<file path="config.mk">
export PLATFORM = sky130hd
export DESIGN_NAME = pwm_fault_stage
export DESIGN_NICKNAME = d
export VERILOG_FILES = /design/src/rtl/pwm_fault_pkg.sv /design/src/rtl/pwm_flt_sync.sv /design/src/rtl/pwm_fault_hold.sv /design/src/rtl/pwm_out_cond.sv /design/src/rtl/pwm_fault_stage.sv
export SDC_FILE = /design/constraint.sdc
export NUM_CORES = 1
export LEC_CHECK = 0
export ABC_AREA = 1
export BUFFER_PORTS_ARGS = -buffer_cell sky130_fd_sc_hd__buf_2
export CAP_MARGIN = 5
export CORE_MARGIN = 10
export CORE_UTILIZATION = 25
export DETAILED_ROUTE_END_ITERATION = 10
export GPL_TIMING_DRIVEN = 0
export PLACE_DENSITY = 0.47
export RECOVER_POWER = 50
export SLEW_MARGIN = 20
export SYNTH_ARGS = -nofsm -noshare
export SYNTH_HDL_FRONTEND = slang
export SYNTH_HIERARCHICAL = 1
export SYNTH_SLANG_ARGS = --single-unit
</file>
<file path="constraint.sdc">
create_clock -name clk -period 1.5 [get_ports clk]
set_input_delay 0.45 -clock clk [delete_from_list [all_inputs] [get_ports clk]]
set_output_delay 0.45 -clock clk [all_outputs]
set_load 0.01 [all_outputs]
</file>
<file path="src/rtl/pwm_fault_pkg.sv">
package pwm_fault_pkg;
  localparam int FLT_LINES = 4;
  localparam int OUT_LINES = 2;
  localparam int PERIOD_W  = 16;

  // Reduce masked, polarity-corrected fault lines to one hit bit.
  function automatic logic masked_hit(input logic [FLT_LINES-1:0] asserted,
                                      input logic [FLT_LINES-1:0] mask);
    return |(asserted & mask);
  endfunction
endpackage

</file>
<file path="src/rtl/pwm_flt_sync.sv">
module pwm_flt_sync #(
  parameter int N = 4
) (
  input  logic         clk,
  input  logic         rst,
  input  logic [N-1:0] din,
  input  logic [N-1:0] sense,
  output logic [N-1:0] asserted,
  output logic [N-1:0] raw_q
);
  logic [N-1:0] meta_q;
  logic [N-1:0] sync_q;

  for (genvar i = 0; i < N; i++) begin : g_line
    always_ff @(posedge clk) begin
      if (rst) begin
        meta_q[i] <= 1'b0;
        sync_q[i] <= 1'b0;
        raw_q[i]  <= 1'b0;
      end else begin
        meta_q[i] <= din[i];
        sync_q[i] <= meta_q[i];
        raw_q[i]  <= sync_q[i] ^ sense[i];
      end
    end
    assign asserted[i] = sync_q[i] ^ sense[i];
  end
endmodule

</file>
<file path="src/rtl/pwm_fault_hold.sv">
module pwm_fault_hold
  import pwm_fault_pkg::*;
#(
  parameter int N   = 4,
  parameter int PW  = 16
) (
  input  logic          clk,
  input  logic          rst,
  input  logic [N-1:0]  asserted,
  input  logic [N-1:0]  mask,
  input  logic          latch_en,
  input  logic          stretch_en,
  input  logic [PW-1:0] min_period,
  input  logic          clr,
  output logic          active_q,
  output logic          sticky_q
);
  logic          hit;
  logic          latch_q;
  logic [PW-1:0] cnt_q;
  logic          cnt_live;

  assign hit      = masked_hit(asserted, mask);
  assign cnt_live = (cnt_q != '0);

  always_ff @(posedge clk) begin
    if (rst) begin
      active_q <= 1'b0;
      latch_q  <= 1'b0;
      cnt_q    <= '0;
      sticky_q <= 1'b0;
    end else begin
      active_q <= hit | (latch_en & latch_q) | (stretch_en & cnt_live);
      latch_q  <= latch_en & (hit | (latch_q & ~clr));
      sticky_q <= hit | (sticky_q & ~clr);
      if (!stretch_en)   cnt_q <= '0;
      else if (hit)      cnt_q <= min_period;
      else if (cnt_live) cnt_q <= cnt_q - 1'b1;
    end
  end


  hit_raises_active_chk: assert property (@(posedge clk) disable iff (rst)
    hit |=> active_q);

  latch_holds_chk: assert property (@(posedge clk) disable iff (rst)
    (latch_en && latch_q && !hit && !clr) |=> latch_q);

  stretch_holds_chk: assert property (@(posedge clk) disable iff (rst)
    (stretch_en && cnt_live) |=> active_q);

  sticky_set_chk: assert property (@(posedge clk) disable iff (rst)
    hit |=> sticky_q);

  sticky_clear_chk: assert property (@(posedge clk) disable iff (rst)
    (clr && !hit) |=> !sticky_q);
endmodule

</file>
<file path="src/rtl/pwm_out_cond.sv">
module pwm_out_cond #(
  parameter int M = 2
) (
  input  logic         clk,
  input  logic         rst,
  input  logic [M-1:0] gen_in,
  input  logic         fault_on,
  input  logic [M-1:0] safe_val,
  input  logic [M-1:0] out_en,
  input  logic [M-1:0] out_inv,
  output logic [M-1:0] pin_q
);
  for (genvar j = 0; j < M; j++) begin : g_out
    logic sel;
    assign sel = fault_on ? safe_val[j] : gen_in[j];
    always_ff @(posedge clk) begin
      if (rst) pin_q[j] <= 1'b0;
      else     pin_q[j] <= out_en[j] & (sel ^ out_inv[j]);
    end


    disabled_low_chk: assert property (@(posedge clk) disable iff (rst)
      !out_en[j] |=> !pin_q[j]);

    safe_override_chk: assert property (@(posedge clk) disable iff (rst)
      (fault_on && out_en[j]) |=> (pin_q[j] == $past(safe_val[j] ^ out_inv[j])));
  end
endmodule

</file>
<file path="src/rtl/pwm_fault_stage.sv">
module pwm_fault_stage
  import pwm_fault_pkg::*;
#(
  parameter int N  = FLT_LINES,
  parameter int M  = OUT_LINES,
  parameter int PW = PERIOD_W
) (
  input  logic          clk,
  input  logic          rst,
  input  logic [M-1:0]  pwm_in,
  input  logic [N-1:0]  flt_in,
  input  logic [N-1:0]  cfg_sense,
  input  logic [N-1:0]  cfg_src_mask,
  input  logic          cfg_latch,
  input  logic          cfg_stretch,
  input  logic [PW-1:0] cfg_min_period,
  input  logic [M-1:0]  cfg_safe_val,
  input  logic [M-1:0]  cfg_out_en,
  input  logic [M-1:0]  cfg_out_inv,
  input  logic          fault_clr,
  output logic [M-1:0]  pwm_out,
  output logic [N-1:0]  flt_raw,
  output logic          flt_active,
  output logic          flt_sticky
);
  logic [N-1:0] asserted;

  pwm_flt_sync #(.N(N)) i_sync (
    .clk(clk), .rst(rst), .din(flt_in), .sense(cfg_sense),
    .asserted(asserted), .raw_q(flt_raw)
  );

  pwm_fault_hold #(.N(N), .PW(PW)) i_hold (
    .clk(clk), .rst(rst), .asserted(asserted), .mask(cfg_src_mask),
    .latch_en(cfg_latch), .stretch_en(cfg_stretch), .min_period(cfg_min_period),
    .clr(fault_clr), .active_q(flt_active), .sticky_q(flt_sticky)
  );

  pwm_out_cond #(.M(M)) i_out (
    .clk(clk), .rst(rst), .gen_in(pwm_in), .fault_on(flt_active),
    .safe_val(cfg_safe_val), .out_en(cfg_out_en), .out_inv(cfg_out_inv),
    .pin_q(pwm_out)
  );


  unmasked_quiet_chk: assert property (@(posedge clk) disable iff (rst)
    ((flt_raw & cfg_src_mask) == '0 && !cfg_latch && !cfg_stretch
     && $stable(cfg_src_mask) && $stable(cfg_sense)) |-> !flt_active);
endmodule

</file>
; ---- Word-level counts from Yosys, hierarchy flattened
; Cells that the tools add are included.
; Widths: inputs -> output; s select.
[op_classes]
n_addsub = 1
mul = 0
div = 0
n_lt_le_gt_ge = 0
eq_ne = 0
n_shift = 0
n_mux = 4
n_bitwise = 20
reduce_logical = 4
[op_table]
columns = operator, count
row1 = $mux 16, 2
row2 = $reduce_bool 16->1, 1
row3 = $sub 16x1->16 const B, 1
row4 = $and 1x1->1, 7
row5 = $xor 1x1->1, 6
row6 = $and 4x4->4, 1
row7 = $or 1x1->1, 4
row8 = $reduce_or 4->1, 1
row9 = $mux 1, 2
row10 = $not 1->1, 2
row11 = $reduce_bool 2->1, 1
row12 = $reduce_or 2->1, 1
[word_totals]
reg_bits = 33
latchBits = 0
ram_bits = 0
mem_bits_ro = 0
out_inout_bits = 8
mem_count = 0

; ---- Longest topological paths before layout
; Gate-level depths: netlist of run 1.
[logic_depth]
ltp_word = 5
depth_mapped = 13
ltp_nobuf = 12

; ---- Hierarchy
; Netlist of run 1, hierarchy kept.
[by_module_without_submodules]
columns = mod, instances, cells_each, area_each_um2, seq_area_each_um2
row1 = pwm_fault_hold, 1, 215, 1297.5, 380.4
row2 = pwm_flt_sync, 1, 57, 416.6, 240.2
row3 = pwm_out_cond, 1, 21, 116.4, 40.0

; ---- Worst setup path after synthesis of run 1
; OpenSTA, ideal clock, no wires.
[synth_path]
kind = input to register
start = in cfg_sense[0]
end = reg i_hold.cnt_q[15]
setup_time_ps = 118
arrival_ps = 1348
t_required_ps = 1382
setup_slack_ps = 34
path_stages = 13
path_buffers = 1
cell_sequence = inv_1 -> nand2_1 -> nand2_1 -> inv_1 -> nand2_1 -> nand2_2 -> nor2_8 -> inv_4 -> buf_6 -> nor2_1 -> nand3_1 -> nand2_1 -> a21oi_1
[synth_between]
elab_chain_len = 4
word_cells_on_any_way = 5
cone_classes = 1 x mux / 2 x bitwise / 2 x reduce/logical
[synth_rtl]
columns = element, line
row1 = start: declaration, pwm_fault_stage.sv:12  ; input logic [N-1:0] cfg_sense,
row2 = $xor 1x1->1 *, pwm_flt_sync.sv:26  ; assign asserted[i] = sync_q[i] ^ sense[i];
row3 = net asserted[0], pwm_fault_stage.sv:26  ; logic [N-1:0] asserted;
row4 = $and 4x4->4 *, pwm_fault_pkg.sv:9  ; return |(asserted & mask);
row5 = $reduce_or 4->1 *, pwm_fault_pkg.sv:9
row6 = $mux 16 or $reduce_bool 2->1 (tied branches), -
row7 = end signal: assignment, pwm_fault_hold.sv:37  ; else if (hit) cnt_q <= min_period;
row8 = end signal: assignment, pwm_fault_hold.sv:38  ; else if (cnt_live) cnt_q <= cnt_q - 1'b1;
row9 = end: declaration, pwm_fault_hold.sv:20  ; logic [PW-1:0] cnt_q;
; The timed path passes the listed nets; every way through them passes the cells marked *.
; A chain may end at the register's enable or synchronous reset.

; ---- Worst setup path in the final report of run 1
[layout_path]
start = reg i_sync.sync_q[3]
end = reg i_hold.cnt_q[12]
[layout_between]
elab_chain_len = 4
word_cells_on_any_way = 5
cone_classes = 1 x mux / 2 x bitwise / 2 x reduce/logical
[layout_rtl]
columns = element, line
row1 = start: declaration, pwm_flt_sync.sv:12  ; logic [N-1:0] sync_q;
row2 = start signal: indexed assignment, pwm_flt_sync.sv:22  ; sync_q[i] <= meta_q[i];
row3 = $xor 1x1->1 *, pwm_flt_sync.sv:26
row4 = net asserted[3], pwm_fault_stage.sv:26
row5 = $and 4x4->4 *, pwm_fault_pkg.sv:9
row6 = $reduce_or 4->1 *, pwm_fault_pkg.sv:9
row7 = $mux 16 or $reduce_bool 2->1 (tied branches), -
; Marked as above.

==> reports/results.tsv, run 1 <==
stage	metric	value	unit
setup_path	path_class	flip-flop to flip-flop	
grt	grt_pass1_vias	1796	
min_path	hold_class	input pin to flip-flop	
grt	antenna_found_initial	0	
yosys	synth_top_area_cell	dfxtp_1	
final_layout	num_antenna_cells	0	
yosys	synth_area_per_cell	6.25	um^2
drt	viasPerCell	4.05	
clocking	numCtsBuffers	5	
drt	wl_per_cell	11.1	um
sta	fin_crit_sh	0.969	
pwr	leakagePower	1.27	nW
grt	globalRouteMet2Util	0.141	
sta	setup_tns	0	ps
yosys	synth_top_cells_by_area	dfxtp_1 (36%), nand2_1 (16%), nor2_1 (14%)	
yosys	synth_top_cell_area_share	0.361	
yosys	synth.distinct_cells	27	
clocking	clkLatencyLatePin	280	ps
setup_path	cpLargestDelayFamily	simple AND/OR/NAND/NOR gates	
clocking	cts.clk_slew.worst_paths	70	ps
drt	ant_nets	0	
drt	via_count	1846	
clocking	root_buffer	clkbuf_8	
yosys	synth_cells	293	
placement	placed_area	2190	um^2
grt	grt-busiest-layer	met2	
yosys	ys_ff_latch	33	
drt	drc	0	
grt	grt_use_met3	0.0262	
final_layout	instances_no_fill	456	
placement	dp_cells	440	
setup_path	slowest_stage	dfxtp_2	
sta	finalSetupViolCount	0	
clocking	clock_sinks	33	
sta	rsz0062_at_grt	yes	
grt	grt_usage	0.0913	
drt	dr.first_iter.drc_count	73	
setup_path	cp_cell_sequence	inv_2, nand2_1, nand2_1, inv_1, nand2_1, nand2_2, nor2_8, inv_4, nor2_4, buf_12, nor2_1, nand2_1, nor2_1	
final_layout	drive_above_1_share	0.297	
die	fp.dieH	106	um
outcome	status	completed	
placement	port_buffers	48	
clocking	clk_path_buf_depth	2	
grt	grt_max_degree	11	
setup_path	cp-end-kind	flip-flop	
yosys	synth_area	1830	um^2
sta	fmaxAchievable	0.688	GHz
setup_path	start_kind	flip-flop	
yosys	synth-async-reset-ratio	0	
setup_path	required	1670	ps
clocking	ctsHoldBuffers	0	
placement	place_congestion	0.763	
sta	hold_viol	0	
sta	worst_slew_pin_slew	431	ps
drt	routed_wl	5.05	mm
clocking	tritoncts	built	
yosys	yosysSeqAreaShare	0.361	
die	num_rows	31	
pwr	power.total	2.60	mW
yosys	yosysWarnings	6	
sta	finalClockSkew	6.88	ps
grt	grt_use_met1	0.115	
die	fp.dieArea	11100	um^2
grt	grt_overflow_total	0	
sta	maxSlewHeadroom	0.713	
yosys	synth_nets	335	
die	core_area	7180	um^2
setup_path	crit_top_cell	nand2_1	
setup_path	critPathMaxStageDelay	320	ps
yosys	yosysMostFrequentCell	nand2_1	
run	maxCapViolations	0	
pwr	ir_drop	0.000369	V
sta	drv_slew	0	
yosys	synth_common_cells	nand2_1 (80), nor2_1 (67), inv_1 (43)	
drt	first_pass_iters	4	
final_layout	layout.nets	398	
die	start_util	0.255	
yosys	synth_edf_count	0	
final_layout	fin_area	2480	um^2
pwr	p_per_area	1050	nW/um^2
die	ios	49	
yosys	synth-main-ff-cell	dfxtp_1	
placement	hpwl	3.85	mm
die	die_x	106	um
grt	grt_pass1_wl	8.40	mm
sta	fin_crit	1450	ps
setup_path	cp_max_fo	8	
setup_path	crit_buf_inv	4	
setup_path	crit_arrival	1630	ps
clocking	cts_htree_levels	2	
final_layout	area_delta_synth_final	35.6	%
## worst paths after layout
path                    start               end  depth (start not counted)  slack, ps
max          i_sync/sync_q[3]  i_hold/cnt_q[12]                         13         50
min reg2reg  i_sync/meta_q[3]  i_sync/sync_q[3]                          2        390
max reg2reg  i_sync/sync_q[3]  i_hold/cnt_q[12]                         13         50
min                 flt_in[2]  i_sync/meta_q[2]                          3        370
## flip-flops by register name, indices dropped and copies added (netlist names)
| signal | cells |
|---|---|
| i_sync/raw_q | 4 |
| i_hold/sticky_q | 1 |
| i_hold/active_q | 1 |
| i_hold/cnt_q | 16 |
| i_sync/sync_q | 4 |
| i_hold/latch_q | 1 |
| i_sync/meta_q | 4 |
| i_out/pin_q | 2 |
## per-layer routing
layer  wire [um]  part of all wire
met2        2270              0.45
met1        2440              0.48
met4          93             0.018
met3         248             0.049
met5           0                 0
## worst register-to-register path: cells and delay by family (launching register included)
family	cells	cell delay [ps]
AND/OR/NAND/NOR	9	730
flip-flops	1	320
buffers and inverters	4	290
## cell families (layout without fill, tap and decap cells)
group	Yosys count	after routing	share of synthesized area
AOI/OAI and AO/OA	21	21	0.0608
xor gates and xnor gates	1	1	0.00479
adders and majority gates	1	1	0.00683
buffers and inverters	51	115	0.121
DFF	33	33	0.361
and+or+nand+nor	186	186	0.446
## area by class of cell
| cell class | instances | area, um^2 |
|---|---|---|
| fillers | 803 | 4690 |
| well taps | 99 | 124 |
| repair buffers | 56 | 333 |
| plain buffers | 5 | 42.5 |
| multi-input cells | 209 | 1030 |
| flip-flops and latches | 33 | 664 |
| clock buffers | 7 | 86.3 |
| clock inverters | 1 | 30.0 |
| inverters | 46 | 175 |
## report_power, final
group | internal (mW) | switching, mW | total [mW] | leakage (nW)
Sequential | 0.936 | 0.0413 | 0.977 | 0.274
Combinational | 0.314 | 0.446 | 0.760 | 0.935
Clock | 0.542 | 0.325 | 0.867 | 0.0585
Total | 1.79 | 0.812 | 2.60 | 1.27
## per-stage QoR
stage               utilization  setup WS, ps  hold WS [ps]
CTS                       0.326          1.48           366
global route              0.346         -79.2           371
finish                    0.346          47.1           374
detailed placement        0.306          -256           397
floorplan                     -          33.9           388
global placement          0.306          -241           393
## repair_timing
action	CTS	global route
gates resized for setup	4	24
endpoints found under the hold margin	0	0
setup endpoints to repair	11	18
buffers inserted	1	6
cloned	0	1
pin swaps	1	21
## placed cells by master (no fill, tap or decap), types with 2 or more instances in the layout
master / instances
nand2_1: 78
nor2_1: 58
buf_2: 48
inv_1: 40
dfxtp_1: 30
nand3_1: 16
nor2_2: 13
a21oi_1: 13
clkbuf_8: 6
buf_4: 6
nand2_2: 5
inv_2: 4
nor2_4: 4
o21ai_0: 4
clkbuf_1: 3
nand3b_1: 3
dfxtp_2: 3
nand2_4: 2
nand3_2: 2
buf_6: 2
Note: power is estimated with default switching activity, not from simulation.
==> run 2, diff against run 1 <==
--- a/config.mk
+++ b/config.mk
@@ -11,7 +11,6 @@
 export CORE_MARGIN = 10
 export CORE_UTILIZATION = 25
 export DETAILED_ROUTE_END_ITERATION = 10
-export GPL_TIMING_DRIVEN = 0
 export PLACE_DENSITY = 0.47
 export RECOVER_POWER = 50
 export SLEW_MARGIN = 20
==> constraint.sdc (replaced) <==
create_clock -name clk -period 1.28 [get_ports clk]
set_input_delay 0.384 -clock clk [delete_from_list [all_inputs] [get_ports clk]]
set_output_delay 0.384 -clock clk [all_outputs]
set_load 0.01 [all_outputs]
==> reports/results.tsv, run 2 (synthesized netlist as in run 1, its figures left out) <==
stage	metric	value	unit
outcome	status	finished, violations left	
outcome	violations	negative setup slack	
placement	port_buffers	48	
grt	grt_use_met1	0.117	
sta	hold_viol	0	
final_layout	max_flop_register	i_hold/cnt_q	
pwr	seqPwrFrac	0.361	
final_layout	layout.nets	420	
setup_path	cp-end-kind	flip-flop	
sta	fin_crit	1430	ps
placement	hpwl	4.09	mm
pwr	switching_share	0.307	
sta	finalSetupViolCount	18	
pwr	leakagePower	1.37	nW
placement	place_congestion	0.806	
drt	ant_nets	0	
drt	wl_per_cell	10.7	um
drt	routed_wl	5.10	mm
final_layout	layout_common_cells	nand2_1 (70), nor2_1 (65), buf_2 (47)	
die	start_util	0.255	
grt	grt_overflow_total	0	
drt	via_count	1919	
sta	drv_slew	0	
drt	drc	0	
pwr	ir_drop	0.000391	V
sta	worst_slew_pin_slew	741	ps
clocking	clock_sinks	33	
min_path	hold_class	input pin to flip-flop	
drt	first_pass_iters	4	
grt	grt_pass1_wl	8.58	mm
clocking	numCtsBuffers	5	
setup_path	required	1500	ps
sta	maxSlewHeadroom	0.506	
placement	placed_area	2440	um^2
pwr	p_clk_frac	0.320	
setup_path	cp_max_fo	7	
drt	dr.first_iter.drc_count	59	
sta	finalClockSkew	4.57	ps
grt	grt_pass1_vias	1867	
setup_path	crit_arrival	1650	ps
grt	globalRouteMet2Util	0.149	
sta	worst_slack	-155	ps
clocking	cts.clk_slew.worst_paths	70	ps
die	fp.dieH	106	um
setup_path	path_class	flip-flop to flip-flop	
sta	setup_tns	-1790	ps
setup_path	start_kind	flip-flop	
final_layout	drive_above_1_share	0.356	
run	maxCapViolations	0	
sta	rsz0062_at_grt	yes	
clocking	clkLatencyLatePin	280	ps
die	die_x	106	um
pwr	p_per_area	1180	nW/um^2
die	num_rows	31	
clocking	cts_htree_levels	2	
final_layout	area_delta_synth_final	45.7	%
grt	grt_usage	0.0929	
final_layout	largest_register_ffs	16	
sta	fin_crit_sh	1.12	
clocking	tritoncts	built	
clocking	root_buffer	clkbuf_8	
drt	viasPerCell	4.01	
pwr	combPwrFrac	0.319	
die	core_area	7180	um^2
final_layout	num_antenna_cells	0	
final_layout	layout_commonest_cell	nand2_1	
pwr	p_int	2.19	mW
clocking	ctsHoldBuffers	0	
final_layout	fin_area	2670	um^2
grt	grt_use_met3	0.0244	
die	fp.dieArea	11100	um^2
grt	antenna_found_initial	0	
sta	fmaxAchievable	0.697	GHz
grt	grt-busiest-layer	met2	
clocking	clk_path_buf_depth	2	
grt	grt_max_degree	18	
die	ios	49	
pwr	p_sw	0.969	mW
==> run 2: changes by cell type in the layout (fill, tap and decap cells not counted), sizes merged <==
| cell | change |
|---|---|
| clkbuf | -1 |
| buf | +23 |
==> run 2: final cells by class <==
type / count / area (um^2)
sequential: 33 / 664
fill: 800 / 4510
clock inverter: 1 / 30.0
multi-input combinational: 209 / 1030
timing repair buffer: 83 / 539
tap: 99 / 124
inverter: 46 / 189
clock buffer: 7 / 86.3
==> run 2: worst paths after layout <==
path | to | startpoint | slack, ps | cells past startpoint
max | i_hold/cnt_q[1] | i_sync/sync_q[0] | -150 | 13
min reg2reg | i_sync/sync_q[0] | i_sync/meta_q[0] | 400 | 2
min | i_sync/meta_q[3] | flt_in[3] | 310 | 3
max reg2reg | i_hold/cnt_q[1] | i_sync/sync_q[0] | -150 | 13
==> run 2: what timing repair did <==
| item | in CTS | in global routing |
|---|---|---|
| setup buffers | 2 | 1 |
| hold endpoints to repair | 0 | 0 |
| endpoints found under the setup margin | 18 | 18 |
| resized for setup | 4 | 26 |
| pin swaps | 2 | 16 |
==> run 2: worst max-delay path, stage by stage, from the launching register on <==
cell and delay, ps:
dfxtp_2 320, inv_1 40, nand2_1 40, nand2_1 70, inv_1 50, nand2_2 80, nand2_4 70, nor2_8 160
buf_12 140, buf_12 110, nand2_2 40, nand2_2 60, nand2_2 50, a21oi_2 120
==> run 2: layer usage <==
metal	part of all wire	vias to the layer above
met5	0	-
met4	0.0098	0
met3	0.056	2
met2	0.46	42
met1	0.47	822
li1	-	1053
==> run 2: power groups by stage <==
stage | clock network [mW] | logic, mW | registers (mW)
after floorplan | 0 | 0.561 | 1.17
after CTS | 1.05 | 0.972 | 1.14
after global placement | 0 | 0.934 | 1.16
after global routing | 1.10 | 1.14 | 1.15
final | 1.01 | 1.01 | 1.14
after detailed placement | 0 | 0.934 | 1.16
==> run 2: metrics by stage <==
step | setup WS (ps) | util | total power, mW | hold WS, ps | std cells
after floorplan | -102 | - | 1.73 | 388 | 293
after global placement | -323 | 0.340 | 2.09 | 391 | 467
after detailed placement | -358 | 0.340 | 2.09 | 397 | 467
after CTS | -166 | 0.362 | 3.16 | 299 | 477
after global routing | -254 | 0.372 | 3.39 | 320 | 478
final | -155 | 0.372 | 3.16 | 307 | 478
==> run 3, diff against run 2 <==
--- a/config.mk
+++ b/config.mk
@@ -9,9 +9,9 @@
 export BUFFER_PORTS_ARGS = -buffer_cell sky130_fd_sc_hd__buf_2
 export CAP_MARGIN = 5
 export CORE_MARGIN = 10
-export CORE_UTILIZATION = 25
+export CORE_UTILIZATION = 47
 export DETAILED_ROUTE_END_ITERATION = 10
-export PLACE_DENSITY = 0.47
+export PLACE_DENSITY = 0.77
 export RECOVER_POWER = 50
 export SLEW_MARGIN = 20
 export SYNTH_ARGS = -nofsm -noshare
==> reports/results.tsv, run 3 (synthesized netlist as in run 1, its figures left out) <==
stage	metric	value	unit
sta	finalClockSkew	6.15	ps
grt	grt_usage	0.138	
pwr	seqPwrFrac	0.371	
setup_path	required	1460	ps
sta	fin_crit	1420	ps
sta	timing.hold.ws	300	ps
die	core_area	3720	um^2
setup_path	path_class	flip-flop to flip-flop	
sta	hold_viol	0	
final_layout	num-fill-cells	340	
pwr	p_int	2.13	mW
final_layout	layout.nets	413	
die	ios	49	
drt	viasPerCell	4.66	
clocking	cts.clk_slew.worst_paths	60	ps
drt	drc	0	
pwr	p_clk_frac	0.329	
setup_path	cp_max_fo	8	
grt	grt_pass1_wl	7.46	mm
final_layout	layout_common_cells	nand2_1 (76), nor2_1 (64), buf_2 (47)	
sta	maxSlewHeadroom	0.518	
drt	dr.first_iter.drc_count	74	
clocking	tritoncts	built	
clocking	root_buffer	clkbuf_8	
final_layout	num_antenna_cells	0	
drt	ant_nets	0	
sta	fin_crit_sh	1.11	
sta	setup_tns	-1860	ps
sta	fmaxAchievable	0.705	GHz
final_layout	max_flop_register	i_hold/cnt_q	
placement	place_congestion	0.958	
final_layout	instances_no_fill	420	
setup_path	cp-end-kind	flip-flop	
final_layout	largest_register_ffs	16	
clocking	clkLatencyLatePin	290	ps
placement	hpwl	3.55	mm
outcome	status	finished, violations left	
pwr	combPwrFrac	0.300	
clocking	cts_htree_levels	2	
final_layout	regArea	664	um^2
setup_path	slowest_stage	dfxtp_1	
sta	worst_slack	-138	ps
placement	port_buffers	48	
clocking	clk_path_buf_depth	2	
pwr	leakagePower	1.32	nW
final_layout	multi_input_area	1000	um^2
final_layout	area_delta_synth_final	35.7	%
final_layout	drive_above_1_share	0.325	
clocking	numCtsBuffers	5	
final_layout	fin_util	0.668	
drt	first_pass_iters	4	
setup_path	cpLargestDelayFamily	simple AND/OR/NAND/NOR gates	
grt	grt_max_degree	18	
sta	worst_slew_pin_slew	724	ps
min_path	hold_class	input pin to flip-flop	
sta	drv_slew	0	
setup_path	critPathMaxStageDelay	310	ps
sta	rsz0062_at_grt	yes	
final_layout	layout_commonest_cell	nand2_1	
die	die_x	82.4	um
pwr	power.total	3.07	mW
setup_path	crit_top_cell	nand2_1	
pwr	p_sw	0.938	mW
setup_path	cp_cell_sequence	inv_1, nand2_1, nand2_1, inv_1, nand2_1, nand2_2, nor2_8, inv_6, nor2_4, nor2_1, nand2_1, nor2_1	
clocking	ctsHoldBuffers	0	
grt	grt_pass1_vias	1809	
pwr	ir_drop	0.000908	V
setup_path	start_kind	flip-flop	
pwr	p_per_area	1240	nW/um^2
pwr	switching_share	0.306	
setup_path	crit_buf_inv	3	
drt	via_count	1959	
drt	wl_per_cell	10.9	um
clocking	clock_sinks	33	
drt	routed_wl	4.59	mm
grt	antenna_found_initial	0	
die	num_rows	22	
sta	finalSetupViolCount	18	
die	fp.dieArea	6790	um^2
die	fp.dieH	82.4	um
setup_path	crit_arrival	1600	ps
placement	dp_cells	408	
run	maxCapViolations	0	
grt	grt_overflow_total	0	
outcome	violations	negative setup slack	
die	start_util	0.493	
-- run 3: cell count changes in the layout (fill, tap and decap cells not counted), moves of 2 or more --
cell and change:
nand2_1 +6, nor2_2 +3, buf_4 -5, nor2_4 -2, buf_12 -3, nand2_2 -5
-- run 3: path summary, 6_finish.rpt --
path                                  startpoint          endpoint  slack [ps]  depth (start not counted)
worst max register to register  i_sync/sync_q[0]  i_hold/cnt_q[14]        -140                         12
worst max-delay path            i_sync/sync_q[0]  i_hold/cnt_q[14]        -140                         12
worst min-delay path                   flt_in[1]  i_sync/meta_q[1]         300                          3
worst min register to register  i_sync/meta_q[3]  i_sync/sync_q[3]         390                          2
-- run 3: timing repair --
item                                    CTS  global route
hold endpoints to repair                  0             0
cloned                                    0             0
gates resized for setup                   6            15
endpoints found under the setup margin   18            18
buffers inserted                          3             1
pin swaps                                 6            17
-- run 3: final cells by class --
type,instances,share of cell area
clock inverters,1,0.0121
flip-flops and latches,33,0.268
clock buffers,7,0.0348
multi-input cells,209,0.404
inverters,46,0.0756
repair buffers,76,0.182
well taps,48,0.0242
-- run 3: metrics by stage --
stage          area, um^2  worst slack [ps]
5_1_grt              2480              -276
6_report             2480              -138
3_3_place_gp         2280              -293
4_1_cts              2440              -152
2_1_floorplan        1850              -102
3_5_place_dp         2280              -324
-- run 3: power by group through the flow --
| stage | combinational (mW) | sequential, mW | clock (mW) |
|---|---|---|---|
| floorplan | 0.561 | 1.17 | 0 |
| global placement | 0.834 | 1.16 | 0 |
| detailed placement | 0.849 | 1.16 | 0 |
| CTS | 0.891 | 1.14 | 1.03 |
| global route | 1.04 | 1.15 | 1.08 |
| finish | 0.919 | 1.14 | 1.01 |
-- run 3: routing by layer --
| metal | global-route usage | vias up | part of all wire |
|---|---|---|---|
| li1 | - | 1037 | - |
| met2 | 0.229 | 44 | 0.49 |
| met4 | 0.0527 | 0 | 0.014 |
| met5 | 0 | - | 0 |
| met3 | 0.0464 | 6 | 0.076 |
| met1 | 0.159 | 872 | 0.42 |
-- run 3: worst min-delay path: stages --
cell	delay (ps)
buf_2	90
inv_1	40
nor2_1	30
